File: config.mk
export PLATFORM = sky130hd
export DESIGN_NAME = refresh_slope_ctrl
export DESIGN_NICKNAME = d
export VERILOG_FILES = /design/src/rtl/rslope_pkg.sv /design/src/rtl/rslope_tally.sv /design/src/rtl/rslope_integ.sv /design/src/rtl/rslope_mix.sv /design/src/rtl/refresh_slope_ctrl.sv
export SDC_FILE = /design/constraint.sdc
export NUM_CORES = 1
export LEC_CHECK = 0
export ABC_CLOCK_PERIOD_IN_PS = 11900
export BUFFER_PORTS_ARGS = -buffer_cell sky130_fd_sc_hd__clkbuf_2
export CAP_MARGIN = 20
export CORE_AREA = 2 2 116 118
export DETAILED_ROUTE_END_ITERATION = 16
export DIE_AREA = 0 0 118 120
export HOLD_SLACK_MARGIN = 0.15
export PLACE_DENSITY = 0.66
export SYNTH_ARGS = -nofsm -noshare
export SYNTH_HDL_FRONTEND = slang
export SYNTH_SLANG_ARGS = --single-unit
File: constraint.sdc
create_clock -name clk -period 11.9 [get_ports clk]
set_input_delay 0 -clock clk [delete_from_list [all_inputs] [get_ports clk]]
set_output_delay 0 -clock clk [all_outputs]
set_load 0.01 [all_outputs]
File: src/rtl/rslope_pkg.sv
package rslope_pkg;
  typedef enum logic {SIDE_LOW = 1'b0, SIDE_HIGH = 1'b1} side_e;
  localparam int NSIDES = 2;
endpackage

File: src/rtl/rslope_tally.sv
module rslope_tally
  import rslope_pkg::*;
#(
  parameter int BL_W  = 4,
  parameter int CNT_W = 6
) (
  input  logic             clk,
  input  logic             rst,
  input  logic             hit,
  input  logic [BL_W-1:0]  backlog,
  input  logic [BL_W-1:0]  pivot,
  output logic [CNT_W-1:0] lo_cnt,
  output logic [CNT_W-1:0] hi_cnt,
  output logic             upd
);
  localparam logic [CNT_W-1:0] HALF = CNT_W'(1) << (CNT_W - 1);

  side_e            side;
  logic [CNT_W-1:0] cnt     [NSIDES];
  logic [CNT_W-1:0] cnt_nxt [NSIDES];
  logic [CNT_W:0]   wide    [NSIDES];
  logic [NSIDES-1:0] cout;
  logic             carry;

  assign side = (backlog < pivot) ? SIDE_LOW : SIDE_HIGH;

  for (genvar s = 0; s < NSIDES; s++) begin : g_side
    assign wide[s] = {1'b0, cnt[s]} + {{CNT_W{1'b0}}, (side == side_e'(s))};
    assign cout[s] = wide[s][CNT_W];
    assign cnt_nxt[s] = carry ? wide[s][CNT_W:1] : wide[s][CNT_W-1:0];
  end

  assign carry = |cout;

  always_ff @(posedge clk) begin
    if (rst) begin
      for (int s = 0; s < NSIDES; s++) cnt[s] <= '0;
      upd <= 1'b0;
    end else begin
      upd <= hit;
      if (hit) begin
        for (int s = 0; s < NSIDES; s++) cnt[s] <= cnt_nxt[s];
      end
    end
  end

  assign lo_cnt = cnt[SIDE_LOW];
  assign hi_cnt = cnt[SIDE_HIGH];

  logic [CNT_W:0] total;
  assign total = {1'b0, lo_cnt} + {1'b0, hi_cnt};


  tally_step_chk: assert property (@(posedge clk) disable iff (rst)
    (hit && !carry) |=> (total == $past(total) + 1'b1));


  tally_halve_chk: assert property (@(posedge clk) disable iff (rst)
    (hit && lo_cnt == {CNT_W{1'b1}} && backlog < pivot) |=> (lo_cnt == HALF));


  tally_hold_chk: assert property (@(posedge clk) disable iff (rst)
    !hit |=> ($stable(lo_cnt) && $stable(hi_cnt)));
endmodule

File: src/rtl/rslope_integ.sv
module rslope_integ #(
  parameter int CNT_W = 6,
  parameter int INT_W = 16
) (
  input  logic                    clk,
  input  logic                    rst,
  input  logic                    upd,
  input  logic signed [CNT_W:0]   err,
  output logic signed [INT_W-1:0] integ_q,
  output logic signed [INT_W-1:0] integ_nxt
);
  localparam logic signed [INT_W-1:0] IMAX = {1'b0, {(INT_W-1){1'b1}}};
  localparam logic signed [INT_W-1:0] IMIN = {1'b1, {(INT_W-1){1'b0}}};

  logic signed [INT_W:0] wide_sum;

  assign wide_sum = {integ_q[INT_W-1], integ_q}
                  + {{(INT_W-CNT_W){err[CNT_W]}}, err};

  always_comb begin
    if (wide_sum[INT_W] != wide_sum[INT_W-1])
      integ_nxt = wide_sum[INT_W] ? IMIN : IMAX;
    else
      integ_nxt = wide_sum[INT_W-1:0];
  end

  always_ff @(posedge clk) begin
    if (rst) integ_q <= '0;
    else if (upd) integ_q <= integ_nxt;
  end


  integ_hold_chk: assert property (@(posedge clk) disable iff (rst)
    !upd |=> $stable(integ_q));


  integ_mono_chk: assert property (@(posedge clk) disable iff (rst)
    (upd && err > 0) |=> (integ_q >= $past(integ_q)));
endmodule

File: src/rtl/rslope_mix.sv
module rslope_mix #(
  parameter int CNT_W   = 6,
  parameter int INT_W   = 16,
  parameter int SLOPE_W = 12,
  parameter int SH_W    = 4
) (
  input  logic                    clk,
  input  logic                    rst,
  input  logic                    upd,
  input  logic [SLOPE_W-1:0]      init_slope,
  input  logic signed [CNT_W:0]   err,
  input  logic signed [INT_W-1:0] integ_nxt,
  input  logic [SH_W-1:0]         p_shift,
  input  logic [SH_W-1:0]         i_shift,
  output logic [SLOPE_W-1:0]      slope_q
);
  logic signed [CNT_W:0]   p_term;
  logic signed [INT_W-1:0] i_term;
  logic signed [INT_W:0]   total;
  logic [SLOPE_W-1:0]      clamped;

  assign p_term = err >>> p_shift;
  assign i_term = integ_nxt >>> i_shift;
  assign total  = {{(INT_W-CNT_W){p_term[CNT_W]}}, p_term}
                + {i_term[INT_W-1], i_term};

  always_comb begin
    if (total[INT_W])
      clamped = '0;
    else if (|total[INT_W-1:SLOPE_W])
      clamped = '1;
    else
      clamped = total[SLOPE_W-1:0];
  end

  always_ff @(posedge clk) begin
    if (rst) slope_q <= init_slope;
    else if (upd) slope_q <= clamped;
  end


  slope_hold_chk: assert property (@(posedge clk) disable iff (rst)
    !upd |=> $stable(slope_q));


  slope_floor_chk: assert property (@(posedge clk) disable iff (rst)
    (upd && err <= 0 && integ_nxt <= 0) |=> (slope_q == '0));
endmodule

File: src/rtl/refresh_slope_ctrl.sv
module refresh_slope_ctrl #(
  parameter int BL_W    = 4,
  parameter int CNT_W   = 6,
  parameter int INT_W   = 16,
  parameter int SLOPE_W = 12,
  parameter int SH_W    = 4
) (
  input  logic               clk,
  input  logic               rst,
  input  logic               ref_issued,
  input  logic [BL_W-1:0]    backlog,
  input  logic [BL_W-1:0]    pivot,
  input  logic [SH_W-1:0]    p_shift,
  input  logic [SH_W-1:0]    i_shift,
  input  logic [SLOPE_W-1:0] init_slope,
  output logic [SLOPE_W-1:0] slope
);
  logic [CNT_W-1:0]        lo_cnt;
  logic [CNT_W-1:0]        hi_cnt;
  logic                    upd;
  logic signed [CNT_W:0]   err;
  logic signed [INT_W-1:0] integ_q;
  logic signed [INT_W-1:0] integ_nxt;

  rslope_tally #(.BL_W(BL_W), .CNT_W(CNT_W)) tally_i (
    .clk(clk), .rst(rst), .hit(ref_issued), .backlog(backlog), .pivot(pivot),
    .lo_cnt(lo_cnt), .hi_cnt(hi_cnt), .upd(upd)
  );

  assign err = $signed({1'b0, lo_cnt}) - $signed({1'b0, hi_cnt});

  rslope_integ #(.CNT_W(CNT_W), .INT_W(INT_W)) integ_i (
    .clk(clk), .rst(rst), .upd(upd), .err(err),
    .integ_q(integ_q), .integ_nxt(integ_nxt)
  );

  rslope_mix #(.CNT_W(CNT_W), .INT_W(INT_W), .SLOPE_W(SLOPE_W), .SH_W(SH_W)) mix_i (
    .clk(clk), .rst(rst), .upd(upd), .init_slope(init_slope), .err(err),
    .integ_nxt(integ_nxt), .p_shift(p_shift), .i_shift(i_shift), .slope_q(slope)
  );


  reset_load_chk: assert property (@(posedge clk)
    rst |=> (slope == $past(init_slope) && integ_q == '0 && lo_cnt == '0 && hi_cnt == '0));
endmodule

==> parameters.txt, run 1 <==
Parameter                              Value

Global route
  Met2 Resource Use GR    0.335
  Grt met3 use    0.0333
  Via count of the first global-routing pass    4970
  GRT Resource Usage Total    0.205
  Maximum number of pins on one net before global-route repair    33
  GRT met1 Usage    0.282
  First-pass GRT wire length    24200 um
  Global-route layer with the greatest usage    met2
  Total congestion overflow    0
  Initial antenna violation count    0

Critical path
  Worst path depth    32
  CP max stage delay    0.66 ns
  Most used cell along the critical path    o21ai_0
  Critical Path Source    tally_i.cnt[0][1]
  Cell count of the worst reg-to-reg path    32
  Capturing point of the worst reg2reg path    mix_i.slope_q[9]
  Largest fanout on the critical path    19
  Source of the worst register-to-register timing path    tally_i.cnt[0][1]
  Combined buffer and inverter count along the critical path    1
  Data required time of the critical path    11.94 ns
  Type of the setup path with the least slack    flip-flop to flip-flop
  FF-to-FF setup slack    2.31 ns
  Slowest cell on the critical path    clkinv_1
  Worst Setup End Kind    flip-flop
  Arrival time at the worst endpoint    9.63 ns
  Kind of start point of the critical path    flip-flop
  Category of cells accounting for the largest share of critical-path delay    compound AO/OA/AOI/OAI gates

Yosys
  Net count after synthesis    725
  Number of library cell types mapped by synthesis    76
  Main combinational cell family by area after synthesis    compound AO/OA/AOI/OAI gates
  Share of the synthesized area in compound gates (AO/OA/AOI/OAI)    0.319
  Portion of the post-synthesis area used by sequential elements    0.211
  Gate Count Post-Synth    644
  Post-synthesis adder-cell area fraction    0.129
  Mean area per synthesized cell    7.82 sq um
  Post-synth ARST share    0
  Warning count from the yosys run    0
  Simple-gate share of the synthesized area    0.208
  Post-synth top flop    edfxtp_1
  Multiplexer share of the synthesized area    0.0328
  EDFF count, synth    24
  Share of the synthesized netlist area taken by xor and xnor gates    0.0487
  #FFs+latches synth    41
  Netlist Area Pre-Place    0.00503 sq mm

Timing
  Final setup violation count    0
  Fraction of the cycle the final worst path needs    0.806
  Slew headroom    0.420
  Measured slew at the worst slew-check pin    0.869 ns
  Final Critical Period    9.59 ns
  Number of slew-limit violations in the final report    0
  Total negative slack for setup checks    0 ns
  Final Skew    0.00901 ns
  Number of hold violations in the final report    0
  Max Freq    0.104 GHz
  Unrepaired setup endpoints after global routing    no

Layout
  Net count of the finished layout    756
  Final cell count without fillers    852
  Sequential cell area    0.00106 sq mm
  Final-layout fill cell count    1281
  Commonest cells after routing, fill and taps aside    nor2_1 (72), a21oi_1 (55), ha_1 (47), nand2_1 (46), clkbuf_2 (42)
  Fraction of layout instances using a drive strength above 1    0.117
  Synthesis-to-finish area growth    12.7%
  Post-route core utilization    0.437
  Cell area after layout    0.00568 sq mm
  Area taken by multi-input logic gates    0.00371 sq mm
  Commonest non-fill, non-tap cell in the layout    nor2_1
  Antenna fix cells    0

Detailed routing
  Count of unresolved DRC violations after routing    0
  First-pass detailed-route iteration total    5
  Number of vias in the routed layout    5069
  Number of antenna-violating nets in the routed design    0
  Routed wire length    14100 um
  Average via count per standard cell    5.95
  Wirelength per Cell    16.6 um
  Violation count after the first detailed-route iteration    456

CTS
  Setup fix buffers added after clock tree synthesis    0
  PostCTS Resize Cnt    0
  Clock sink total    41
  Clock latency on the worst-skew pair    0.31 ns
  Total clock buffers created by CTS    5
  Clk Tree Root Cell    clkbuf_16
  Number of buffers on the longest clock path    2
  CTS tree    built
  Depth of the CTS H-tree    2
  Clock Pin Slew Worst Setup and Hold Paths    0.07 ns

Pwr
  Portion of total power attributed to combinational logic    0.766
  Switching pwr    911 uW
  Static leakage power    2.40 nW
  Sequential share of power    0.125
  Maximum VDD drop    0.114 mV
  Int Power    825 uW
  P per Cell Area    306 mW/mm^2
  Power, Total    1.74 mW
  Clock network fraction of total power    0.109
  Switching portion of total power    0.525

Floorplanning
  Die width    118 um
  Die outline height    120 um
  Placement row count    42
  Starting Density    0.388
  Floorplan Core Area    0.0130 sq mm
  Die Footprint    0.0142 sq mm
  Total I/O pin count    43

Worst hold path
  Hold Startpoint    ref_issued
  Hold Path Stages    3
  Endpoint, Worst Hold    tally_i.upd
  Hold crit path type    primary input to flip-flop

Place
  Cell total after placement    831
  Post-place instance area    0.00536 sq mm
  Routability-driven placement congestion ratio    0.913
  Number of input and output port buffers inserted    42
  Placed wire-length estimate    10600 um

Flow run
  Reported max-cap violation count    0

Status
  Outcome    completed
-- layer usage --
layer / routed length (um) / part of all wire / up-vias
met3: 716 / 0.051 / 15
met2: 6610 / 0.47 / 166
met4: 191 / 0.014 / 0
met1: 6630 / 0.47 / 2403
li1: - / - / 2485
met5: 0 / 0 / -
-- power by group through the flow --
stage	Sequential, mW	Combinational [mW]	Clock, mW
6_report	0.218	1.33	0.188
5_1_grt	0.221	1.47	0.197
4_1_cts	0.218	1.30	0.191
2_1_floorplan	0.230	0.988	0
3_5_place_dp	0.221	1.29	0
3_3_place_gp	0.220	1.28	0
-- how the worst max path moves through the flow --
stage	to	slack (ns)
finish	mix_i.slope_q[9]	2.31
global route	mix_i.slope_q[11]	1.62
CTS	mix_i.slope_q[5]	2.19
detailed placement	mix_i.slope_q[5]	2.27
global placement	mix_i.slope_q[10]	2.63
floorplan	mix_i.slope_q[0]	3.09
-- area by class of cell --
class,count,share of cell area
multi-input cells,533,0.654
flip-flops and latches,41,0.187
repair buffers,57,0.0617
well taps,176,0.0388
inverters,37,0.0245
clock buffers,5,0.0220
clock inverters,3,0.0121
-- cells by family after synthesis --
kind of cell / after synthesis
compound gates: 228
simple gates: 216
buf+inv: 70
fa+ha+maj: 50
flops: 41
xor+xnor: 28
mux: 11
-- registers in the layout, summed over array words and instances, names as in the netlist --
| register | count |
|---|---|
| tally_i.upd | 1 |
| mix_i.slope_q | 12 |
| integ_i.integ_q | 16 |
| tally_i.cnt | 12 |
-- cells in the mapped netlist (all sizes together) (7+ instances only) --
library cell	instances	area, sq um
clkbuf	30	113
o21bai	7	52.6
ha	47	588
o21a	8	61.3
xor2	13	114
and3	9	61.3
nor3	9	45.0
o211ai	17	133
nor2	72	270
dfxtp	17	340
xnor2	15	131
nand2	46	173
edfxtp	24	721
a31oi	9	56.3
or2	7	43.8
inv	34	128
a21oi	57	289
nor2b	7	43.8
nand3	22	115
o21ai	38	201
a21o	16	120
a311oi	9	78.8
nand2b	15	93.8
a211oi	12	95.1
or3	11	68.8
-- worst register-to-register path: cells and delay by family (launching register included) --
| kind | cells | cell delay (ns) |
|---|---|---|
| AOI/OAI and AO/OA | 19 | 4.91 |
| xor gates and xnor gates | 2 | 0.60 |
| adders and majority gates | 4 | 1.60 |
| buffers and inverters | 1 | 0.66 |
| DFF | 1 | 0.49 |
| and+or+nand+nor | 6 | 1.02 |
-- stage by stage --
stage / hold slack (ns) / worst slack (ns)
after floorplan: 0.191 / 3.09
after global placement: 0.291 / 2.63
after detailed placement: 0.287 / 2.27
after CTS: 0.222 / 2.19
after global routing: 0.273 / 1.62
final: 0.223 / 2.31
-- timing repair --
item / CTS / global route
endpoints found under the setup margin: 0 / 0
endpoints found under the hold margin: 12 / 0
hold buffers: 12 / 0
No activity file was read; power rests on OpenSTA's default activity.
==> run 2, diff against run 1 <==
- ABC_CLOCK_PERIOD_IN_PS: 11900 -> 7800
- PLACE_DENSITY: 0.66 -> 0.68
- clock period: 11.9 -> 7.8 ns (I/O delays scaled with it)
==> parameters.txt, run 2 (synthesis results as in run 1) <==
Parameter                              Value

Status
  Outcome    completed

Critical path
  Worst Setup End Kind    flip-flop
  FF-to-FF setup slack    0.33 ns (-1.98 ns)
  Slowest cell on the critical path    fa_1
  Source of the worst register-to-register timing path    tally_i.cnt[0][0]
  Capturing point of the worst reg2reg path    mix_i.slope_q[10]
  Type of the setup path with the least slack    flip-flop to flip-flop
  Most used cell along the critical path    ha_1
  CP max stage delay    0.41 ns (-0.25 ns)
  Kind of start point of the critical path    flip-flop
  Largest fanout on the critical path    9 (-10)
  Data required time of the critical path    7.83 ns (-4.11 ns)
  Arrival time at the worst endpoint    7.50 ns (-2.13 ns)
  Cell count of the worst reg-to-reg path    35 (+9.4%)

Layout
  Commonest non-fill, non-tap cell in the layout    nor2_1
  Largest register FFs    16 (unchanged)
  Synthesis-to-finish area growth    18.2%
  Register name with the most flops    integ_i.integ_q
  Fraction of layout instances using a drive strength above 1    0.173 (+0.0565)
  Largest regs    integ_i.integ_q x16, mix_i.slope_q x12, tally_i.cnt x12
  Antenna fix cells    0 (unchanged)
  Final-layout fill cell count    1317 (+2.8%)
  Commonest cells after routing, fill and taps aside    nor2_1 (69), a21oi_1 (52), nand2_1 (46), clkbuf_2 (42), ha_1 (41)
  Net count of the finished layout    778 (+2.9%)

Worst hold path
  Hold crit path type    primary input to flip-flop
  Hold Path Stages    3 (unchanged)
  Hold Startpoint    ref_issued
  Endpoint, Worst Hold    tally_i.upd

Detailed routing
  Average via count per standard cell    5.93 (-0.29%)
  Count of unresolved DRC violations after routing    0 (unchanged)
  Wirelength per Cell    16.5 um (-0.84%)
  First-pass detailed-route iteration total    5 (unchanged)
  Routed wire length    14400 um (+1.7%)
  Number of vias in the routed layout    5185 (+2.3%)
  Violation count after the first detailed-route iteration    508 (+11%)
  Number of antenna-violating nets in the routed design    0 (unchanged)

Timing
  Number of hold violations in the final report    0 (unchanged)
  Number of slew-limit violations in the final report    0 (unchanged)
  Max Freq    0.134 GHz (+28%)
  Worst-case setup margin in the final layout    0.329 ns (-1.98 ns)
  Measured slew at the worst slew-check pin    0.744 ns (-0.125 ns)
  Final Skew    0.00907 ns (+0.0000575 ns)
  Fraction of the cycle the final worst path needs    0.958 (+0.152)
  Total negative slack for setup checks    0 ns (unchanged)
  Slew headroom    0.504 (+0.0840)
  Final Critical Period    7.47 ns (-2.12 ns)
  Final setup violation count    0 (unchanged)

Place
  Routability-driven placement congestion ratio    0.912 (about the same)
  Placed wire-length estimate    10600 um (+0.26%)
  Number of input and output port buffers inserted    42 (unchanged)
  Setup WS pre-CTS    0.0703 ns (-2.20 ns)

Pwr
  Maximum VDD drop    0.151 mV (+33%)
  Int Power    1.35 mW (+64%)
  Sequential share of power    0.118 (-0.007)
  Power, Total    2.82 mW (+62%)
  Portion of total power attributed to combinational logic    0.804 (+0.038)
  P per Cell Area    474 mW/mm^2 (+55%)
  Switching pwr    1.47 mW (+61%)
  Static leakage power    2.50 nW (+4.1%)
  Switching portion of total power    0.521 (-0.00381)
  Clock network fraction of total power    0.078 (-0.031)

CTS
  Clk Tree Root Cell    clkbuf_16
  CTS tree    built
  Depth of the CTS H-tree    2 (unchanged)
  Total clock buffers created by CTS    5 (unchanged)
  Clock latency on the worst-skew pair    0.29 ns (-0.02 ns)
  Clock Pin Slew Worst Setup and Hold Paths    0.07 ns (about the same)
  Number of buffers on the longest clock path    2 (unchanged)
  Clock sink total    41 (unchanged)

Floorplanning
  Placement row count    42 (unchanged)
  Die Footprint    0.0142 sq mm (unchanged)
  Die width    118 um (unchanged)
  Starting Density    0.388 (unchanged)
  Floorplan Core Area    0.0130 sq mm (unchanged)
  Die outline height    120 um (unchanged)
  Total I/O pin count    43 (unchanged)

Global route
  GRT Resource Usage Total    0.195 (-0.00994)
  First-pass GRT wire length    23000 um (-4.9%)
  Initial antenna violation count    0 (unchanged)
  Via count of the first global-routing pass    4757 (-4.3%)
  Maximum number of pins on one net before global-route repair    33 (unchanged)
  Total congestion overflow    0 (unchanged)

Flow run
  Reported max-cap violation count    0 (unchanged)
## run 2: cell count changes in the layout (fill, tap and decap cells not counted), sizes merged
cell,before,now
inv,35,36
buf,3,25
bufinv,2,0
clkinvlp,0,1
## run 2: through the flow
stage	area, sq um	cells	util	hold WS (ns)
final	5950	874	0.458	0.230
after global routing	5950	874	0.458	0.291
after CTS	5740	865	0.442	0.227
after detailed placement	5470	845	0.422	0.284
after global placement	5470	845	0.422	0.287
after floorplan	5050	644	-	0.191
## run 2: timing repair
| action | CTS | global route |
|---|---|---|
| endpoints found under the hold margin | 12 | 0 |
| hold buffers | 12 | 0 |
| setup buffers | 0 | 9 |
| endpoints found under the setup margin | 0 | 12 |
| resized for setup | 0 | 31 |
## run 2: power by group through the flow
stage               Combinational [mW]  Clock (mW)  Sequential [mW]
finish                            2.27       0.219            0.334
global route                      2.48       0.232            0.339
CTS                               2.09       0.221            0.333
detailed placement                2.06           0            0.337
global placement                  2.04           0            0.335
floorplan                         1.52           0            0.350
## run 2: cell type report
class / instances / area, sq um / area share
Clock buffer: 5 / 125 / 0.0210
Sequential cell: 41 / 1060 / 0.178
Clock inverter: 3 / 25.0 / 0.00421
Inverter: 37 / 141 / 0.0238
Tap cell: 176 / 220 / 0.0370
Timing Repair Buffer: 79 / 542 / 0.0910
Multi-Input combinational cell: 533 / 3840 / 0.645
## run 2: per-layer routing
layer  global-route usage  share of wire
met4               0.0565          0.017
met3               0.0266          0.056
met5                    0              0
met2                0.325           0.48
met1                0.265           0.45
## run 2: critical path, delay by kind of cell, from the launching register on
family	cells	cell delay, ns
AO/OA/AOI/OAI	16	3.10
adder cells (fa/ha/maj)	6	1.80
buffers and inverters	6	0.79
flip-flops	1	0.39
AND/OR/NAND/NOR	7	1.12
## run 2: worst max-delay path by stage
stage / depth (start not counted) / start / slack (ns) / endpoint
5_1_grt: 34 / tally_i.cnt[0][0] / -0.06 / mix_i.slope_q[9]
3_3_place_gp: 37 / tally_i.cnt[0][0] / 0.29 / mix_i.slope_q[10]
6_report: 35 / tally_i.cnt[0][0] / 0.33 / mix_i.slope_q[10]
4_1_cts: 37 / tally_i.cnt[0][0] / 0.03 / mix_i.slope_q[10]
3_5_place_dp: 37 / tally_i.cnt[0][0] / 0.07 / mix_i.slope_q[10]
2_1_floorplan: 36 / tally_i.cnt[0][0] / 0.04 / mix_i.slope_q[0]
